===== src/rtl/sec_crc_pkg.sv =====
package sec_crc_pkg;
  localparam int CRC_W = 16;

  // one reflected update step for a single data bit
  function automatic logic [CRC_W-1:0] crc_bit_step(
    input logic [CRC_W-1:0] cur,
    input logic             din,
    input logic [CRC_W-1:0] poly
  );
    logic fb;
    fb = cur[0] ^ din;
    crc_bit_step = {1'b0, cur[CRC_W-1:1]} ^ (fb ? poly : '0);
  endfunction
endpackage


===== src/rtl/crc_chunk_update.sv =====
module crc_chunk_update
  import sec_crc_pkg::*;
#(
  parameter int               STEP_BITS = 1,
  parameter logic [CRC_W-1:0] POLY      = 16'hA001
) (
  input  logic [CRC_W-1:0]     crc_i,
  input  logic [STEP_BITS-1:0] bits_i,
  output logic [CRC_W-1:0]     crc_o
);
  logic [CRC_W-1:0] chain [STEP_BITS+1];

  assign chain[0] = crc_i;

  // bit 0 first, chained one step per bit
  for (genvar b = 0; b < STEP_BITS; b++) begin : g_step
    assign chain[b+1] = crc_bit_step(chain[b], bits_i[b], POLY);
  end

  assign crc_o = chain[STEP_BITS];
endmodule


===== src/rtl/crc_seq_ctrl.sv =====
module crc_seq_ctrl #(
  parameter int NCHUNK       = 16,
  parameter int SECTOR_WORDS = 32
) (
  input  logic clk,
  input  logic rst_n,
  input  logic start_i,
  input  logic vld_i,
  output logic accept_o,
  output logic shift_o,
  output logic rdy_o,
  output logic done_o
);
  localparam int CW  = (NCHUNK > 1) ? $clog2(NCHUNK) : 1;
  localparam int WCW = (SECTOR_WORDS > 1) ? $clog2(SECTOR_WORDS) : 1;
  localparam logic [CW-1:0]  CHUNK_RELOAD = CW'(NCHUNK - 1);
  localparam logic [WCW-1:0] LAST_WORD    = WCW'(SECTOR_WORDS - 1);

  logic [CW-1:0]  left_q, left_n;
  logic [WCW-1:0] wcnt_q, wcnt_n;
  logic           full_q, full_n;
  logic           done_q, done_n;
  logic           word_end;

  assign rdy_o    = !full_q && (left_q == '0);
  assign accept_o = vld_i && rdy_o && !start_i;
  assign shift_o  = (left_q != '0) && !start_i;
  assign word_end = (accept_o && (NCHUNK == 1)) ||
                    (shift_o && (left_q == CW'(1)));
  assign done_o   = done_q;

  always_comb begin
    left_n = left_q;
    wcnt_n = wcnt_q;
    full_n = full_q;
    done_n = 1'b0;
    if (start_i) begin
      left_n = '0;
      wcnt_n = '0;
      full_n = 1'b0;
    end else begin
      if (accept_o)     left_n = CHUNK_RELOAD;
      else if (shift_o) left_n = left_q - CW'(1);
      if (word_end) begin
        if (wcnt_q == LAST_WORD) begin
          full_n = 1'b1;
          done_n = 1'b1;
          wcnt_n = '0;
        end else begin
          wcnt_n = wcnt_q + WCW'(1);
        end
      end
    end
  end

  always_ff @(posedge clk or negedge rst_n) begin
    if (!rst_n) begin
      left_q <= '0;
      wcnt_q <= '0;
      full_q <= 1'b0;
      done_q <= 1'b0;
    end else begin
      left_q <= left_n;
      wcnt_q <= wcnt_n;
      full_q <= full_n;
      done_q <= done_n;
    end
  end

  // completion is a single-cycle pulse
  p_done_pulse_r5: assert property (@(posedge clk) disable iff (!rst_n)
    done_o |=> !done_o);
  // after completion no word is taken
  p_full_blocks_r7: assert property (@(posedge clk) disable iff (!rst_n)
    done_o |-> !rdy_o);
endmodule


===== src/rtl/sector_crc_engine.sv =====
module sector_crc_engine
  import sec_crc_pkg::*;
#(
  parameter int               STEP_BITS    = 1,
  parameter int               SECTOR_WORDS = 32,
  parameter logic [CRC_W-1:0] POLY         = 16'hA001
) (
  input  logic             clk,
  input  logic             rst_n,
  input  logic             start_i,
  input  logic             word_vld_i,
  input  logic [CRC_W-1:0] word_i,
  output logic             word_rdy_o,
  output logic             done_o,
  output logic [CRC_W-1:0] crc_o
);
  localparam int NCHUNK = CRC_W / STEP_BITS;

  logic                 accept, shift;
  logic [CRC_W-1:0]     crc_q, crc_n, crc_step;
  logic [CRC_W-1:0]     shreg_q, shreg_n;
  logic [STEP_BITS-1:0] chunk;

  crc_seq_ctrl #(
    .NCHUNK      (NCHUNK),
    .SECTOR_WORDS(SECTOR_WORDS)
  ) u_ctrl (
    .clk     (clk),
    .rst_n   (rst_n),
    .start_i (start_i),
    .vld_i   (word_vld_i),
    .accept_o(accept),
    .shift_o (shift),
    .rdy_o   (word_rdy_o),
    .done_o  (done_o)
  );

  // the first chunk comes straight from the port, the rest from the shifter
  assign chunk = accept ? word_i[STEP_BITS-1:0] : shreg_q[STEP_BITS-1:0];

  crc_chunk_update #(
    .STEP_BITS(STEP_BITS),
    .POLY     (POLY)
  ) u_upd (
    .crc_i (crc_q),
    .bits_i(chunk),
    .crc_o (crc_step)
  );

  always_comb begin
    crc_n   = crc_q;
    shreg_n = shreg_q;
    if (start_i) begin
      crc_n = '0;
    end else if (accept) begin
      crc_n   = crc_step;
      shreg_n = word_i >> STEP_BITS;
    end else if (shift) begin
      crc_n   = crc_step;
      shreg_n = shreg_q >> STEP_BITS;
    end
  end

  always_ff @(posedge clk or negedge rst_n) begin
    if (!rst_n) begin
      crc_q   <= '0;
      shreg_q <= '0;
    end else begin
      crc_q   <= crc_n;
      shreg_q <= shreg_n;
    end
  end

  assign crc_o = crc_q;

  // a start leaves a clean, ready engine
  p_start_clears_r2: assert property (@(posedge clk) disable iff (!rst_n)
    start_i |=> (crc_o == '0) && !done_o && word_rdy_o);
  // nothing offered, nothing changes
  p_idle_stable_r9: assert property (@(posedge clk) disable iff (!rst_n)
    (!start_i && !word_vld_i && word_rdy_o) |=> $stable(crc_o));

  if (NCHUNK > 1) begin : g_busy_chk
    // a taken word closes the ready window while it is shifted in
    p_busy_after_take_r6: assert property (@(posedge clk) disable iff (!rst_n)
      (word_vld_i && word_rdy_o && !start_i) |=> !word_rdy_o);
  end
endmodule


===== config.mk =====
export PLATFORM = sky130hd
export DESIGN_NAME = sector_crc_engine
export DESIGN_NICKNAME = d
export VERILOG_FILES = /design/src/rtl/sec_crc_pkg.sv /design/src/rtl/crc_chunk_update.sv /design/src/rtl/crc_seq_ctrl.sv /design/src/rtl/sector_crc_engine.sv
export SDC_FILE = /design/constraint.sdc
export NUM_CORES = 1
export LEC_CHECK = 0
export BUFFER_PORTS_ARGS = -buffer_cell sky130_fd_sc_hd__buf_4
export CAP_MARGIN = 20
export CORE_ASPECT_RATIO = 0.8
export CORE_MARGIN = 4
export CORE_UTILIZATION = 54
export DETAILED_ROUTE_END_ITERATION = 10
export PLACE_DENSITY = 0.81
export SLEW_MARGIN = 15
export SYNTH_ARGS = -nofsm -noshare
export SYNTH_HDL_FRONTEND = slang
export SYNTH_SLANG_ARGS = --single-unit

===== constraint.sdc =====
create_clock -name clk -period 2.9 [get_ports clk]
set_clock_uncertainty 0.2 [all_clocks]
set_input_delay 0.87 -clock clk [delete_from_list [all_inputs] [get_ports clk]]
set_output_delay 0.87 -clock clk [all_outputs]
set_load 0.02 [all_outputs]

**After elaboration in Yosys (flattened, before gate mapping)**

Cells that the tools add are included.

- Logic and storage cells: 47
- Register bits: 43
- Input bits: 20
- Output and inout port bits: 18

- Reduce and logical (&&, ||, !) cells: 15
- Mux-type cells: 19
- $add $sub $neg: 2
- Bitwise logic cells: 3
- Equal/unequal tests: 2

Operators with widths:

| cell | count |
|---|---|
| $mux 16 | 6 |
| $xor 15x16->16 | 1 |
| $mux 5 | 3 |
| $mux 4 | 3 |
| $mux 1 | 7 |
| $reduce_bool 2->1 | 3 |
| $add 5x1->5 const B | 1 |
| $eq 5x5->1 const B | 1 |
| $logic_and 1x1->1 | 5 |
| $eq 4x1->1 const B | 1 |
| $logic_not 4->1 | 1 |
| $reduce_and 2->1 | 2 |
| $reduce_bool 4->1 | 1 |
| $sub 4x1->4 const B | 1 |
| $reduce_bool 3->1 | 1 |
| $logic_not 1->1 | 2 |
| $not 1->1 | 1 |
| $xor 1x1->1 | 1 |

**Depth between registers and ports, before layout**

- Word-level depth: 11
- Depth in mapped cells: 8
- Depth with buffers taken out: 6

**By module**

Synthesis repeated with hierarchy kept, for this count alone.

- Cell total of the unflattened synthesis: 231
- Area total of the unflattened synthesis: 2177.1 um^2

By module, submodules not included:

| module | instances | cells an instance | area each (um^2) | seq. area each (um^2) |
|---|---|---|---|---|
| sector_crc_engine | 1 | 154 | 1396.3 | 775.7 |
| crc_seq_ctrl | 1 | 61 | 626.9 | 275.3 |
| crc_chunk_update | 1 | 16 | 153.9 | 0.0 |

**Worst setup path before layout**

OpenSTA, ideal clock, no wires.

- Path type: reg-to-output
- Start: reg u_ctrl.left_q[0]
- End: out word_rdy_o
- Setup slack: 412 ps
- Data arrival time: 1418 ps
- Stages on the path, launching flop included: 6
- Path buffers: 1
- Required time: 1830 ps
- Cells stage by stage: dfrtp_1 inv_1 ha_1 or3b_1 buf_4 nor2_1

- Longest elaborated chain between the ends: 2

RTL lines:

| item | line | text |
|---|---|---|
| start: declaration | crc_seq_ctrl.sv:19 | `logic [CW-1:0] left_q, left_n;` |
| start signal: assignment | crc_seq_ctrl.sv:63 | `left_q <= left_n;` |
| $logic_not 4->1 | crc_seq_ctrl.sv:25 | `assign rdy_o = !full_q && (left_q == '0);` |
| $logic_and 1x1->1 | crc_seq_ctrl.sv:25 |  |
| end: declaration | sector_crc_engine.sv:13 | `output logic word_rdy_o,` |

No other way between the ends.

**Final worst setup path**

Ends and elaborated chain as after synthesis.

==> run metrics <==
status completed; Hold Crit Class register to register; commonest non-fill, non-tap cells in the layout dfrtp_1, buf_4, nand2_1; most common cell after layout, fill and taps aside dfrtp_1; clk root buf clkbuf_8; global-route wire length before repair 6520 um; fraction of layout cells with a size suffix above 1 0.248; xor/xnor share of the synthesized area 0.00461; worst path required time 1830 ps; clock tree buffer depth 2; top post-synthesis cells by area dfrtp_1, a22o_1, nand2_1; global route total overflow 0; area delta synth->final 20.2%; Setup Buffers After CTS 0; post-CTS resize count 0; final core occ 0.709; final net count 237; Fillers 224; flop2flop setup slack 490 ps; area fraction of the dominant cell type after synthesis 0.553; Antenna Cells 0; Residual DRC 0; simple-gate share of the synthesized area 0.172; Slew @ Worst Pin 860 ps; WL/cell 15.1 um; RSZ-0062 raised after global routing false; Worst VDD drop 0.455 mV; CTS clk-pin slew, worst paths 70 ps; final setup fails 0; Buffers on Ports 37; sequential area share after synthesis 0.553; Critical Path Fanout Max 5; count of cell types in the netlist 37; row cnt 18; Tcrit/Tclk final 0.950; Core Box Area 0.00322 sq mm; CTS Buf Count 5; mapped cell area 0.00190 sq mm; largest area contributor in the netlist dfrtp_1; multiplexer share of the synthesized area 0; DIE AREA 0.00454 sq mm; Pleak 1.14 nW; remaining antenna violation count 0; # IOs 38; Synth Area in Adders 0.0264; die width 74.3 um; Peak Freq 0.363 GHz; CP Capture Type primary output; drt total wl 3830 um; Post-DP HPWL 2650 um; via count 1,449; worst path arrival time 1690 ps; Post-synth EDFFs 0; complex-gate fraction of the synthesized area 0.203; WS Path Type register to primary output; Cell Pwr Density 786 mW/mm^2; Final TNS setup 0 ps; # H-tree levels 2; Mean Syn Cell Area 10.9 sq um; cells after synthesis 175; CTS tree done; final slew viol count 0; Vias/cell 5.70; Synth Register Bits 42; minimum clock period 2760 ps; Startpoint Class register; fin cells 254; Post-Syn Nets 199; routability cong. 0.799; yosys warns 0; global router's overall resource usage 0.192; initial drt markers 116; vias in the first global route 1,426; Placed Cells 246; clock latency on the worst-skew pair 290 ps; initial core utilization 0.590; initial antenna violation count 0; hold buffer count at CTS 0; Async S/R FF share, synth 1.00; ys flop type dfrtp_1; largest net degree at the start of global routing 43; Relative slew margins 0.425; largest family of logic cells by synthesized area compound AO/OA/AOI/OAI gates; number of max-cap violations 0; Final Hold Viols 0; first-pass iteration count of the detailed router 5; die extent in y 61.0 um; CTS Sinks 42
cells by family after synthesis:
family,after synthesis
adders and majority gates,4
DFF,42
AOI/OAI and AO/OA,50
and+or+nand+nor,63
buffers and inverters,15
xor gates and xnor gates,1
worst paths after layout:
path	from	endpoint	cells past startpoint
worst min-delay path	shreg_q[6]$_DFFE_PN0P_	shreg_q[6]$_DFFE_PN0P_	2
worst min register to register	shreg_q[6]$_DFFE_PN0P_	shreg_q[6]$_DFFE_PN0P_	2
max in group asynchronous	rst_n	crc_o[1]$_DFFE_PN0P_	1
worst max-delay path	u_ctrl.left_q[0]$_DFFE_PN0P_	word_rdy_o	5
min in group asynchronous	rst_n	u_ctrl.wcnt_q[0]$_DFFE_PN0P_	1
worst max register to register	u_ctrl.left_q[0]$_DFFE_PN0P_	crc_o[0]$_DFFE_PN0P_	7
report_power, final:
| group | total, mW | switching (mW) | internal [mW] |
|---|---|---|---|
| clock network | 0.378 | 0.186 | 0.192 |
| registers | 0.826 | 0.109 | 0.718 |
| logic | 0.590 | 0.337 | 0.253 |
| total | 1.79 | 0.632 | 1.16 |
synth_stat cells, types with 2 or more instances:
library cell  number
inv_1              6
a22oi_1           14
nor2b_1            3
a21oi_1            4
nand2b_1           3
a22o_1            15
nand2_1           34
ha_1               4
a211oi_1           2
buf_2              2
o211ai_1           3
and2_1             3
clkbuf_1           3
nand3_1            3
buf_6              2
a221o_1            2
nor2_1             6
nor3_4             2
dfrtp_1           42
o21ai_0            5
metrics by stage:
stage / setup slack, ps / area, sq um / power, mW / hold WS, ps
final: 144 / 2280 / 1.79 / 281
after global routing: 29.2 / 2280 / 1.91 / 311
after detailed placement: 232 / 2190 / 1.42 / 263
after global placement: 346 / 2190 / 1.38 / 258
after floorplan: 412 / 1900 / 1.24 / 246
after CTS: 121 / 2280 / 1.81 / 286
worst max-delay path, stage by stage, from the launching register on:
cell     delay [ps]
dfrtp_1         420
inv_1            80
ha_1            210
or3b_1          390
nor2_1          130
buf_4           160
area by class of cell:
cell class	instances	area, sq um	share of cell area
clock inverters	1	5.00	0.00219
repair buffers	39	293	0.128
flip-flops and latches	42	1050	0.461
multi-input cells	118	771	0.338
clock buffers	7	86.3	0.0378
well taps	40	50.0	0.0219
inverters	7	26.3	0.0115
flip-flops by register name, indices dropped and copies added (netlist names):
name           count
u_ctrl.wcnt_q      5
u_ctrl.left_q      4
u_ctrl.done_o      1
u_ctrl.full_q      1
crc_o             16
shreg_q           15
routing by layer:
layer  part of all wire  vias up  track usage
met2               0.49       48        0.324
met5                  0        -            0
met4              0.014        0       0.0584
li1                   -      703            -
met1               0.43      691        0.240
met3              0.067        7       0.0587
No activity file was read; power rests on OpenSTA's default activity.
